## src/rtl/nls_pkg.sv

```systemverilog
package nls_pkg;

  typedef enum logic [1:0] {
    ST_IDLE = 2'd0,
    ST_DIV  = 2'd1,
    ST_SORT = 2'd2
  } nls_state_e;

  function automatic int idx_bits(input int n);
    return (n > 1) ? $clog2(n) : 1;
  endfunction

endpackage

```

## src/rtl/nls_divider.sv

```systemverilog
// Restoring divider: quo = floor(num * 2^FW / den), one quotient bit per cycle.
module nls_divider #(
  parameter int VW = 16,
  parameter int FW = 8
) (
  input  logic               clk,
  input  logic               rst_n,
  input  logic               start,
  input  logic [VW-1:0]      num,
  input  logic [VW-1:0]      den,
  output logic               done,
  output logic [VW+FW-1:0]   quo
);
  localparam int DW = VW + FW;
  localparam int CW = $clog2(DW + 1);

  logic [DW-1:0] dvd_q;
  logic [DW-1:0] quo_q;
  logic [VW-1:0] rem_q;
  logic [VW-1:0] dvs_q;
  logic [CW-1:0] cnt_q;
  logic          run_q;
  logic          done_q;

  logic [VW:0]   rem_sh;
  logic [VW:0]   diff;
  logic          ge;

  assign rem_sh = {rem_q, dvd_q[DW-1]};
  assign ge     = rem_sh >= {1'b0, dvs_q};
  assign diff   = rem_sh - {1'b0, dvs_q};

  always_ff @(posedge clk) begin
    if (!rst_n) begin
      dvd_q  <= '0;
      quo_q  <= '0;
      rem_q  <= '0;
      dvs_q  <= '0;
      cnt_q  <= '0;
      run_q  <= 1'b0;
      done_q <= 1'b0;
    end else begin
      done_q <= 1'b0;
      if (start) begin
        dvd_q <= {num, {FW{1'b0}}};
        dvs_q <= den;
        rem_q <= '0;
        quo_q <= '0;
        cnt_q <= CW'(DW);
        run_q <= 1'b1;
      end else if (run_q) begin
        rem_q <= ge ? diff[VW-1:0] : rem_sh[VW-1:0];
        quo_q <= {quo_q[DW-2:0], ge};
        dvd_q <= {dvd_q[DW-2:0], 1'b0};
        cnt_q <= cnt_q - 1'b1;
        if (cnt_q == CW'(1)) begin
          run_q  <= 1'b0;
          done_q <= 1'b1;
        end
      end
    end
  end

  assign done = done_q;
  assign quo  = quo_q;

endmodule

```

## src/rtl/nls_ranker.sv

```systemverilog
// Sequential compare-and-swap ranking, (N-1)^2 steps, stable on ties.
module nls_ranker #(
  parameter int N_CELLS = 4,
  parameter int VW      = 16
) (
  input  logic                                       clk,
  input  logic                                       rst_n,
  input  logic                                       start,
  input  logic                                       charge,
  input  logic [N_CELLS*VW-1:0]                      volts,
  output logic                                       done,
  output logic [N_CELLS*nls_pkg::idx_bits(N_CELLS)-1:0] order,
  output logic [N_CELLS*VW-1:0]                      sorted
);
  localparam int IW = nls_pkg::idx_bits(N_CELLS);

  logic [IW-1:0] idx_q [N_CELLS];
  logic [VW-1:0] vs_q  [N_CELLS];
  logic [IW-1:0] j_q;
  logic [IW-1:0] p_q;
  logic [IW-1:0] jn;
  logic          chg_q;
  logic          run_q;
  logic          done_q;
  logic [VW-1:0] va;
  logic [VW-1:0] vb;
  logic          swap;

  assign jn   = j_q + 1'b1;
  assign va   = vs_q[j_q];
  assign vb   = vs_q[jn];
  // charging: lowest first; discharging: highest first
  assign swap = chg_q ? (va > vb) : (va < vb);

  always_ff @(posedge clk) begin
    if (!rst_n) begin
      for (int i = 0; i < N_CELLS; i++) begin
        idx_q[i] <= IW'(i);
        vs_q[i]  <= '0;
      end
      j_q    <= '0;
      p_q    <= '0;
      chg_q  <= 1'b0;
      run_q  <= 1'b0;
      done_q <= 1'b0;
    end else begin
      done_q <= 1'b0;
      if (start) begin
        for (int i = 0; i < N_CELLS; i++) begin
          idx_q[i] <= IW'(i);
          vs_q[i]  <= volts[i*VW +: VW];
        end
        j_q   <= '0;
        p_q   <= '0;
        chg_q <= charge;
        run_q <= 1'b1;
      end else if (run_q) begin
        if (swap) begin
          idx_q[j_q] <= idx_q[jn];
          idx_q[jn]  <= idx_q[j_q];
          vs_q[j_q]  <= vb;
          vs_q[jn]   <= va;
        end
        if (j_q == IW'(N_CELLS - 2)) begin
          j_q <= '0;
          if (p_q == IW'(N_CELLS - 2)) begin
            run_q  <= 1'b0;
            done_q <= 1'b1;
          end else begin
            p_q <= p_q + 1'b1;
          end
        end else begin
          j_q <= jn;
        end
      end
    end
  end

  for (genvar g = 0; g < N_CELLS; g++) begin : g_out
    assign order[g*IW +: IW]  = idx_q[g];
    assign sorted[g*VW +: VW] = vs_q[g];
  end

  assign done = done_q;

endmodule

```

## src/rtl/nls_cell_gate.sv

```systemverilog
// Holds the applied pattern and the period counter; maps ranks to cell insert bits.
module nls_cell_gate #(
  parameter int N_CELLS = 4,
  parameter int PERIOD  = 16
) (
  input  logic                                          clk,
  input  logic                                          rst_n,
  input  logic                                          load,
  input  logic [$clog2(N_CELLS+1)-1:0]                  lvl_in,
  input  logic [$clog2(PERIOD)-1:0]                     duty_in,
  input  logic                                          pwm_in,
  input  logic [N_CELLS*nls_pkg::idx_bits(N_CELLS)-1:0] order_in,
  output logic [N_CELLS-1:0]                            insert,
  output logic [$clog2(N_CELLS+1)-1:0]                  lvl_o,
  output logic                                          pwm_o
);
  localparam int IW  = nls_pkg::idx_bits(N_CELLS);
  localparam int LW  = $clog2(N_CELLS + 1);
  localparam int PCW = $clog2(PERIOD);

  logic [IW-1:0]      order_q [N_CELLS];
  logic [LW-1:0]      lvl_q;
  logic [PCW-1:0]     duty_q;
  logic [PCW-1:0]     pcnt_q;
  logic               pwm_q;
  logic [N_CELLS-1:0] rank_on;
  logic [N_CELLS-1:0] ins;

  always_ff @(posedge clk) begin
    if (!rst_n) begin
      for (int i = 0; i < N_CELLS; i++) order_q[i] <= IW'(i);
      lvl_q  <= '0;
      duty_q <= '0;
      pcnt_q <= '0;
      pwm_q  <= 1'b0;
    end else if (load) begin
      for (int i = 0; i < N_CELLS; i++) order_q[i] <= order_in[i*IW +: IW];
      lvl_q  <= lvl_in;
      duty_q <= duty_in;
      pwm_q  <= pwm_in;
      pcnt_q <= '0;
    end else if (pcnt_q == PCW'(PERIOD - 1)) begin
      pcnt_q <= '0;
    end else begin
      pcnt_q <= pcnt_q + 1'b1;
    end
  end

  for (genvar r = 0; r < N_CELLS; r++) begin : g_rank
    assign rank_on[r] = (LW'(r) < lvl_q) ||
                        (pwm_q && (LW'(r) == lvl_q) && (pcnt_q < duty_q));
  end

  always_comb begin
    ins = '0;
    for (int r = 0; r < N_CELLS; r++) begin
      ins[order_q[r]] = ins[order_q[r]] | rank_on[r];
    end
  end

  assign insert = ins;
  assign lvl_o  = lvl_q;
  assign pwm_o  = pwm_q;

endmodule

```

## src/rtl/nls_modulator.sv

```systemverilog
module nls_modulator #(
  parameter int N_CELLS = 4,
  parameter int VW      = 16,
  parameter int FRAC_W  = 8,
  parameter int PERIOD  = 16
) (
  input  logic                    clk,
  input  logic                    rst_n,
  input  logic                    smp_valid,
  output logic                    smp_ready,
  input  logic [VW-1:0]           arm_ref,
  input  logic [VW-1:0]           cell_avg,
  input  logic [N_CELLS*VW-1:0]   cell_v,
  input  logic                    chg_dir,
  input  logic                    pwm_mode,
  output logic                    busy,
  output logic [N_CELLS-1:0]      insert
);
  import nls_pkg::*;

  localparam int IW  = idx_bits(N_CELLS);
  localparam int LW  = $clog2(N_CELLS + 1);
  localparam int PCW = $clog2(PERIOD);
  localparam int DW  = VW + FRAC_W;
  localparam int PW  = FRAC_W + PCW + 1;

  nls_state_e            state_q;
  logic [N_CELLS*VW-1:0] cellv_q;
  logic                  chg_q;
  logic                  mode_q;

  logic                  accept;
  logic                  div_done;
  logic [DW-1:0]         div_quo;
  logic                  rk_start;
  logic                  rk_done;
  logic [N_CELLS*IW-1:0] rk_order;
  logic [N_CELLS*VW-1:0] rk_vs;
  logic                  apply;

  logic                  sat;
  logic [LW-1:0]         base_k;
  logic [FRAC_W-1:0]     frac_c;
  logic [PCW-1:0]        duty_c;
  logic [LW-1:0]         lvl_n;
  logic [PCW-1:0]        duty_n;
  logic [LW-1:0]         lvl_q;
  logic                  pwm_q;

  assign smp_ready = (state_q == ST_IDLE);
  assign busy      = !smp_ready;
  assign accept    = smp_valid && smp_ready;
  assign rk_start  = (state_q == ST_DIV) && div_done;
  assign apply     = (state_q == ST_SORT) && rk_done;

  always_ff @(posedge clk) begin
    if (!rst_n) begin
      state_q <= ST_IDLE;
      cellv_q <= '0;
      chg_q   <= 1'b0;
      mode_q  <= 1'b0;
    end else begin
      unique case (state_q)
        ST_IDLE: if (accept) begin
          cellv_q <= cell_v;
          chg_q   <= chg_dir;
          mode_q  <= pwm_mode;
          state_q <= ST_DIV;
        end
        ST_DIV:  if (div_done) state_q <= ST_SORT;
        ST_SORT: if (rk_done)  state_q <= ST_IDLE;
        default: state_q <= ST_IDLE;
      endcase
    end
  end

  nls_divider #(.VW(VW), .FW(FRAC_W)) u_div (
    .clk   (clk),
    .rst_n (rst_n),
    .start (accept),
    .num   (arm_ref),
    .den   (cell_avg),
    .done  (div_done),
    .quo   (div_quo)
  );

  nls_ranker #(.N_CELLS(N_CELLS), .VW(VW)) u_rank (
    .clk    (clk),
    .rst_n  (rst_n),
    .start  (rk_start),
    .charge (chg_q),
    .volts  (cellv_q),
    .done   (rk_done),
    .order  (rk_order),
    .sorted (rk_vs)
  );

  // Level split and clamp
  assign sat    = div_quo[DW-1:FRAC_W] >= VW'(N_CELLS);
  assign base_k = sat ? LW'(N_CELLS) : LW'(div_quo[DW-1:FRAC_W]);
  assign frac_c = sat ? '0 : div_quo[FRAC_W-1:0];
  assign duty_c = PCW'((PW'(frac_c) * PW'(PERIOD)) >> FRAC_W);

  always_comb begin
    if (mode_q) begin
      lvl_n  = base_k;
      duty_n = duty_c;
    end else begin
      lvl_n  = base_k + LW'(frac_c[FRAC_W-1]);
      duty_n = '0;
    end
  end

  nls_cell_gate #(.N_CELLS(N_CELLS), .PERIOD(PERIOD)) u_gate (
    .clk      (clk),
    .rst_n    (rst_n),
    .load     (apply),
    .lvl_in   (lvl_n),
    .duty_in  (duty_n),
    .pwm_in   (mode_q),
    .order_in (rk_order),
    .insert   (insert),
    .lvl_o    (lvl_q),
    .pwm_o    (pwm_q)
  );

endmodule

```

## config.mk

```make
export PLATFORM = sky130hd
export DESIGN_NAME = nls_modulator
export DESIGN_NICKNAME = d
export VERILOG_FILES = /design/src/rtl/nls_pkg.sv /design/src/rtl/nls_divider.sv /design/src/rtl/nls_ranker.sv /design/src/rtl/nls_cell_gate.sv /design/src/rtl/nls_modulator.sv
export SDC_FILE = /design/constraint.sdc
export NUM_CORES = 1
export LEC_CHECK = 0
export BUFFER_PORTS_ARGS = -buffer_cell sky130_fd_sc_hd__buf_2
export CORE_ASPECT_RATIO = 0.7
export CORE_MARGIN = 4
export CORE_UTILIZATION = 60
export DETAILED_ROUTE_END_ITERATION = 12
export GPL_ROUTABILITY_DRIVEN = 0
export PLACE_DENSITY = 0.8
export SYNTH_ARGS = -nofsm -noshare
export SYNTH_HDL_FRONTEND = slang
export SYNTH_SLANG_ARGS = --single-unit
```

## constraint.sdc

```tcl
create_clock -name clk -period 8.6 [get_ports clk]
set_input_delay 0.86 -clock clk [delete_from_list [all_inputs] [get_ports clk]]
set_output_delay 0.86 -clock clk [all_outputs]
set_load 0.03 [all_outputs]
```

# [Word level (Yosys, flattened, before mapping)]
# Memories as Yosys holds them, arrays and structs flattened. A register that Yosys moved wholly into a read port is not among the register bits.
# Cells that the tools add are included.
[totals] elab_cells=199 latch_bits=0 in_bits=101 romBits=0 reg_bits=166 out_inout_bits=6 ram_bits=80 n_memories=3
[op_classes] order_cmp=17 eq_ne=12 n_addsub=6 bitwise_logic=22 n_reduce_logical=35 muxes=83 multipliers=0 n_shift=0 div=0
[memory_table] name="u_rank.vs_q" words=4 word_bits=16 read_ports=2 rd_clocked_by_memory_dff=1 wr=4 line_no="nls_ranker.sv:18" rtl="logic [VW-1:0] vs_q [N_CELLS];"
[memory_table] name="u_gate.order_q" words=4 word_bits=2 read_ports=4 rd_clocked_by_memory_dff=0 wr=4 line_no="nls_cell_gate.sv:21" rtl="logic [IW-1:0] order_q [N_CELLS];"
[memory_table] name="u_rank.idx_q" words=4 word_bits=2 read_ports=6 rd_clocked_by_memory_dff=1 wr=4 line_no="nls_ranker.sv:17" rtl="logic [IW-1:0] idx_q [N_CELLS];"
[op_table] operator="16-bit two-way mux" count=7
[op_table] operator="24-bit two-way mux" count=2
[op_table] operator="2-bit two-way mux" count=22
[op_table] operator="1-bit two-way mux" count=34
[op_table] operator="16-bit OR reduction" count=2
[op_table] operator="17-bit by 16-bit >= comparator with 1-bit output" count=1
[op_table] operator="16-bit by 3-bit >= comparator with 1-bit output (second input constant)" count=1
[op_table] operator="16-bit > comparator" count=1
[op_table] operator="16-bit < comparator" count=1
[op_table] operator="1-bit bitwise OR" count=16
[op_table] operator="16-bit subtractor" count=1
[op_table] operator="1-bit logical AND" count=15
[op_table] operator="4-bit bitwise mux" count=3
[op_table] operator="2-bit by 3-bit < comparator with 1-bit output (second input constant)" count=4
[op_table] operator="5-bit two-way mux" count=2
[op_table] operator="1-bit binary-select mux with 2-bit select" count=4
[op_table] operator="1-bit demux with 2-bit select" count=4
[op_table] operator="2-bit by 1-bit >= comparator with 1-bit output (second input constant)" count=4
[op_table] operator="8-bit two-way mux" count=1
[op_table] operator="2-bit OR reduction" count=4
[op_table] operator="2-bit equality test (second input constant)" count=3
[op_table] operator="2-bit by 3-bit equality test with 1-bit output (first input constant)" count=2
[op_table] operator="1-bit by 3-bit < comparator with 1-bit output (first input constant)" count=2
[op_table] operator="2-bit by 3-bit < comparator with 1-bit output (first input constant)" count=2
[op_table] operator="other kinds (24)" count=37

# [Longest topological paths before layout]
# Gate-level depths: netlist (run 1).
[depth] word_depth=18 depth_mapped=18 depth_no_buf=12

# [Cells and area by module]
# A second synthesis (run 1) with hierarchy kept.
[hier_totals] hier_cells=1647 area_unflattened_um2=14966.9
[modules_own_cells] mod="nls_ranker" n_inst=1 cells_each=698 area_each_um2=6693.9 seq_area_each_um2=2342.2
[modules_own_cells] mod="nls_divider" n_inst=1 cells_each=501 area_each_um2=4297.9 seq_area_each_um2=1581.5
[modules_own_cells] mod="nls_modulator" n_inst=1 cells_each=321 area_each_um2=2783.9 seq_area_each_um2=1361.3
[modules_own_cells] mod="nls_cell_gate" n_inst=1 cells_each=127 area_each_um2=1191.1 seq_area_each_um2=480.5

# [Worst setup path before layout (run 1)]
# No wires, ideal clock.
[synth_path] path_kind="flip-flop to flip-flop" start="register u_rank.j_q[0]" end="memory u_rank.idx_q[0][0] (netlist name) (enable)" synth_period_minus_slack_ns=5.310 stages_incl_launch_ff=17 path_buffers=4 required_time_ns=8.182 arrival_ns=4.892 setup_slack_ns=3.290 path_cell_list="dfxtp_1 > buf_2 > buf_2 > inv_1 > ha_1 > buf_2 > buf_4 > mux4_2 > inv_1 > ha_1 > a21oi_1 > a21boi_1 > o21ai_1 > a221oi_2 > nor3_2 > mux2i_1 > o21ai_0"
[synth_rtl] item="start, declared" line_no="nls_ranker.sv:19" rtl="logic [IW-1:0] j_q;"
[synth_rtl] item="start signal, assigned" line_no="nls_ranker.sv:73" rtl="j_q <= jn;"
[synth_rtl] item="end, declared" line_no="nls_ranker.sv:17"

==> metrics.yaml, run 1 <==
run_status:
  run_status: "completed"
die:
  boundaryPins: 107
  die_x_um: 192.0
  dieHeight_um: 136.8
  dieArea_um2: 26260
  start_util: 0.6191
  coreArea_um2: 22960
  placementRows: 46
timing:
  tightest_slew_ns: 1.335
  period_minus_slack_ns: 5.427
  maxSlewViolCount: 0
  fmax_mhz: 184.3
  setup_viol: 0
  finalWorstSetupSlack_ns: 3.173
  skew_ns: 0.02624
  hold_violations: 0
  max_slew_margin: 0.1098
  period_share: 0.6310
  setup_tns_ns: 0
  rsz0062_at_grt: "false"
worst_setup_path:
  endpoint_kind: "register"
  arrival_ns: 5.66
  critical_path_peak_fanout: 68
  crit_type: "reg2reg"
  startpoint_type: "register"
  cp.required_ns: 8.83
logic_synthesis:
  synth_enable_flop_cells: 80
  yosysMostFrequentCell: "nand2_1"
  synthTopCellsByCount: "nand2_1 (307), dfxtp_1 (168), nand3_1 (139), a21boi_0 (86), edfxtp_1 (80)"
  async_flop_share: 0
  synth.top_cells.by_area: "dfxtp_1 (24%), edfxtp_1 (17%), nand2_1 (8.1%), mux4_2 (5.7%), nand3_1 (4.9%)"
  yosysTopAreaCellShare: 0.2366
  synth_simple_gate_area_frac: 0.2140
  synth_xor_xnor_area_share: 0.01047
  ys.flop_type: "dfxtp_1"
  syn_area_um2: 14220
  synth_fp_nets: 1732
  synth_fa_ha_area_frac: 0.04365
  yosysUniqueCellTypes: 72
  synthCells: 1582
  synth_top_family_by_area: "simple AND/OR/NAND/NOR gates"
  synth-compound-area-share: 0.1760
  synth_top_cell_by_area: "dfxtp_1"
  avgSynthCellArea_um2: 8.987
  synth_warnings: 0
  synthMuxAreaShare: 0.09549
  ys_seq_area_frac: 0.4055
  ys_ff_latch: 248
clocking:
  clkLatencyLatePin_ns: 0.54
  cts_root_buf: "clkbuf_16"
  cts_max_level: 1
  cts-hold-fix-buffers: 0
  numCtsBuffers: 25
  cts_setup_buffers: 0
  cts_sinks: 248
  cts_tree: "yes"
  path_clk_slew_ns: 0.06
  clockBufferDepth: 3
  post_cts_resized: 0
global_routing:
  grt_use_total: 0.2835
  grt_pass1_vias: 11710
  grt_max_degree: 92
  grt_remaining_overflow: 0
  grt_pass1_wl_um: 60490
  antenna_found_initial: 0
cells_and_area:
  utilization: 0.6782
  stdcell_count: 1940
  area_growth_syn_to_layout_pct: 9.548
  multiInputGateArea_um2: 7701
  antennaDiodeCount: 0
  layout.area.seq_um2: 5769
  layout-drive-gt1-share: 0.1339
  fillers: 1782
  nNetsFinal: 1759
  final_cell_area_um2: 15570
detailed_routing:
  vias_per_cell: 6.338
  dr.pass1.iters: 6
  drt_first_iter_violations: 1618
  final_antenna_net_count: 0
  drt-wirelength-per-cell_um: 19.51
  vias: 12300
  drc: 0
  wl_um: 37850
min_path:
  hold_path.class: "reg2reg"
job:
  timing.max_cap.violations: 0
placed_design:
  dp_hpwl_um: 24480
  port-buffer-count: 106
  dp_cells: 1894
  pre_cts_ws_ns: 3.212
  placed_cell_area_um2: 14740
pwr:
  peakVddDrop_mv: 0.1511
  p_per_area_nw_per_um2: 178.2
  power_leakage_uw: 0.006048
## sequential cells by signal, indices dropped and copies added, names as in the netlist, 3 cells and up, named ones only
register        cells
u_div.cnt_q         5
u_gate.lvl_o        3
cellv_q            64
u_gate.pcnt_q       4
u_rank.idx_q        8
u_div.rem_q        16
u_div.dvs_q        16
u_rank.vs_q        64
u_div.dvd_q        16
u_div.quo          24
u_gate.order_q      8
u_gate.duty_q       4
## routing by layer
layer	share of wire	up-vias	track usage
met1	0.42	5780	0.4035
met3	0.11	99	0.06757
met4	0.025	0	0.07997
met2	0.44	711	0.4365
li1	-	5706	-
met5	0	-	0
## where the power goes
part | switching [uW] | internal, uW
sequential | 44.8 | 1260
combinational | 224 | 155
clock | 454 | 640
total | 723 | 2050
## cells by family after synthesis
kind of cell    after synthesis
buf+inv                     182
simple gates                660
xor+xnor                     17
fa+ha+maj                    49
flops                       248
mux                          90
compound gates              336
## final timing paths
path	slack, ns	depth (start not counted)	startpoint	endpoint
setup reg to reg	3.17	12	u_rank.j_q[1]$_SDFFE_PP0P_	u_rank.idx_q[2][1]$_DFFE_PP_
hold / removal	0.46	2	cellv_q[33]$_SDFFE_PN0P_	cellv_q[33]$_SDFFE_PN0P_
hold reg to reg	0.46	2	cellv_q[33]$_SDFFE_PN0P_	cellv_q[33]$_SDFFE_PN0P_
setup / recovery	3.17	12	u_rank.j_q[1]$_SDFFE_PP0P_	u_rank.idx_q[2][1]$_DFFE_PP_
## cells in the final DEF, fill, tap and decap left out, types with 10 or more instances in the layout
master	synthesis	layout
nand2_1	307	307
dfxtp_1	168	167
nand3_1	139	139
buf_2	35	106
a21boi_0	86	86
edfxtp_1	80	80
nor2_1	77	76
a32oi_1	65	65
nor2b_1	60	60
inv_1	57	57
mux2i_1	52	52
a21o_1	51	51
ha_1	48	48
mux4_2	36	36
a21oi_1	35	35
clkbuf_16	0	26
o21ai_0	28	24
buf_4	8	17
o211a_1	15	15
xnor2_1	13	13
nand2b_1	11	11
clkbuf_8	0	10
## worst max-delay path, stage by stage (launching register included)
cell and delay (ns):
dfxtp_1 0.40, inv_1 0.12, ha_1 1.13, mux4_2 0.69, inv_1 0.08, ha_1 0.25
and4_1 0.22, a221oi_1 0.29, nor3_1 0.14, nor3_4 0.16, buf_4 0.64, mux2_4 0.85
o21ai_1 0.15
## stage by stage
stage	total power [uW]	hold slack, ns
final	2775	0.4649
after CTS	2782	0.4673
after global routing	2879	0.4826
after floorplan	1601	0.4330
after detailed placement	1695	0.4576
after global placement	1684	0.4524
## cell type report
type | instances | area share
timing repair buffer | 123 | 0.04226
clock inverter | 4 | 0.001526
tap | 312 | 0.02506
inverter | 59 | 0.01422
multi-input combinational | 1152 | 0.4945
sequential | 248 | 0.3704
clock buffer | 42 | 0.05206
(Power assumes the default switching activity.)
==> run 2: changes to the inputs <==
==> constraint.sdc (replaced) <==
create_clock -name clk -period 5.2 [get_ports clk]
set_input_delay 0.52 -clock clk [delete_from_list [all_inputs] [get_ports clk]]
set_output_delay 0.52 -clock clk [all_outputs]
set_load 0.03 [all_outputs]
==> metrics.yaml, run 2 (synthesized netlist as in run 1, its figures left out) <==
clocking:
  cts_max_level: 1  # unchanged
  clkLatencyLatePin_ns: 0.54  # about the same
  cts_root_buf: "clkbuf_16"
  clockBufferDepth: 3  # unchanged
  cts_tree: "yes"
  numCtsBuffers: 25  # unchanged
  post_cts_resized: 0  # unchanged
  path_clk_slew_ns: 0.07  # about the same
  cts_sinks: 248  # unchanged
  cts_setup_buffers: 0  # unchanged
  cts-hold-fix-buffers: 0  # unchanged
cells_and_area:
  layout-drive-gt1-share: 0.1359  # +0.002039
  area_growth_syn_to_layout_pct: 9.725
  final_cell_mix: "nand2_1 (307), dfxtp_1 (167), nand3_1 (139), buf_2 (106), a21boi_0 (86)"
  stdcell_count: 1946  # +0.31%
  fillers: 1782  # unchanged
  layout_commonest_cell: "nand2_1"
  nNetsFinal: 1764  # +0.28%
  final_cell_area_um2: 15600  # +0.16%
detailed_routing:
  final_antenna_net_count: 0  # unchanged
  top_layer: "met5"
  met1_length_um: 15790  # -0.79%
  wl_um: 37860  # about the same
  met3_length_um: 4356  # +0.51%
  dr.pass1.iters: 6  # unchanged
  vias_per_cell: 6.312  # -0.41%
  drt-wirelength-per-cell_um: 19.45  # -0.29%
  dr_wl_met2_um: 16370  # -1.6%
  drc: 0  # unchanged
  vias: 12280  # -0.11%
  drt_first_iter_violations: 1588  # -1.9%
timing:
  period_share: 0.9179  # +0.2869
  maxSlewViolCount: 0  # unchanged
  fmax_mhz: 209.5  # +14%
  rsz0062_at_grt: "false"
  max_slew_margin: 0.2158  # +0.1060
  period_minus_slack_ns: 4.773  # -0.6538 ns
  hold_slack_ns: 0.2263  # -0.2386 ns
  setup_viol: 0  # unchanged
  setup_tns_ns: 0  # unchanged
  skew_ns: 0.02334  # -0.002905 ns
  tightest_slew_ns: 1.173  # -0.1618 ns
  hold_violations: 0  # unchanged
pwr:
  fin_total_pwr_uw: 4591  # +65%
  p_per_area_nw_per_um2: 294.3  # +65%
  power_leakage_uw: 0.006056  # +0.13%
  peakVddDrop_mv: 0.2137  # +41%
die:
  coreArea_um2: 22960  # unchanged
  dieHeight_um: 136.8  # unchanged
  placementRows: 46  # unchanged
  dieArea_um2: 26260  # unchanged
  die_x_um: 192.0  # unchanged
  start_util: 0.6191  # unchanged
  boundaryPins: 107  # unchanged
worst_setup_path:
  critical_path_peak_fanout: 68  # unchanged
  endpoint_kind: "register"
  critical-path-slowest-cell: "mux2_4"
  path_cells: "inv_1 -> ha_1 -> buf_4 -> mux4_2 -> inv_1 -> ha_1 -> and4_1 -> nand3_1 -> nor3_1 -> nor3b_4 -> buf_4 -> mux2_4 -> a32oi_1"
  critPathMaxStageDelay_ns: 0.87  # -0.26 ns
  arrival_ns: 5.01  # -0.65 ns
  crit_type: "reg2reg"
  worst-path-buf-inv: 4  # +1
  crit_family: "multiplexers"
  cp.required_ns: 5.43  # -3.40 ns
  startpoint_type: "register"
  r2r_setup_slack_ns: 0.43  # -2.75 ns
global_routing:
  grt_remaining_overflow: 0  # unchanged
  grt_pass1_vias: 11690  # -0.20%
  grt_pass1_wl_um: 60490  # about the same
  grt_max_degree: 111  # +21%
  grt_use_total: 0.2843  # +0.0008113
  antenna_found_initial: 1  # +1
placed_design:
  placed_cell_area_um2: 14790  # +0.34%
  dp_cells: 1899  # +0.26%
  port-buffer-count: 106  # unchanged
  dp_hpwl_um: 24680  # +0.82%
min_path:
  hold_path.class: "in2reg"
run_status:
  run_status: "completed"
job:
  timing.max_cap.violations: 0  # unchanged
## run 2: cell count changes in the layout (fill, tap and decap cells not counted), moves of 2 or more
cell / delta
buf_4: +4
bufinv_16: +3
clkbuf_1: -4
clkbuf_8: -10
clkinv_1: +5
clkinv_2: +3
clkinvlp_4: +2
## run 2: power breakdown
part,switching (uW),leakage [uW],internal [uW],total [uW]
logic,371,0.00349,261,632
clock network,777,0.000394,1030,1810
registers,73.1,0.00217,2080,2150
## run 2: area by class of cell
type | instances | area [um^2] | area share
antenna | 1 | 2.502 | 0.0001604
clock buffer | 27 | 633.1 | 0.04058
clock inverter | 19 | 173.9 | 0.01115
inverter | 59 | 221.5 | 0.01420
multi-input combinational | 1152 | 7701 | 0.4937
sequential | 248 | 5769 | 0.3698
tap | 312 | 390.4 | 0.02502
timing repair buffer | 128 | 708.2 | 0.04540
## run 2: worst reg2reg max path, delay by kind of cell (launching register included)
family / cells / cell delay [ns]
adders and majority gates: 2 / 0.54
buffers and inverters: 4 / 1.18
and+or+nand+nor: 4 / 0.68
DFF: 1 / 0.40
muxes: 2 / 1.50
AOI/OAI and AO/OA: 1 / 0.18
## run 2: path summary, 6_finish.rpt
path                          startpoint                            to  cells after the start
max           u_rank.j_q[1]$_SDFFE_PP0P_  u_rank.vs_q[2][15]$_DFFE_PP_                     13
min                           arm_ref[5]  u_div.dvd_q[13]$_SDFFE_PN0P_                      2
max reg2reg   u_rank.j_q[1]$_SDFFE_PP0P_  u_rank.vs_q[2][15]$_DFFE_PP_                     13
min reg2reg  u_div.dvs_q[9]$_SDFFE_PN0P_   u_div.dvs_q[9]$_SDFFE_PN0P_                      2
## run 2: layer usage
metal | vias up | global-route usage
met5 | - | 0
met4 | 2 | 0.1013
met3 | 115 | 0.08159
met2 | 695 | 0.4282
met1 | 5748 | 0.3948
li1 | 5723 | -
## run 2: metrics by stage
step                      setup WS (ns)  utilization
after floorplan                 -0.1101            -
after global placement           0.6449       0.6441
after detailed placement         0.5299       0.6441
after CTS                        0.5280       0.6792
after global routing             0.1980       0.6792
final                            0.4271       0.6793
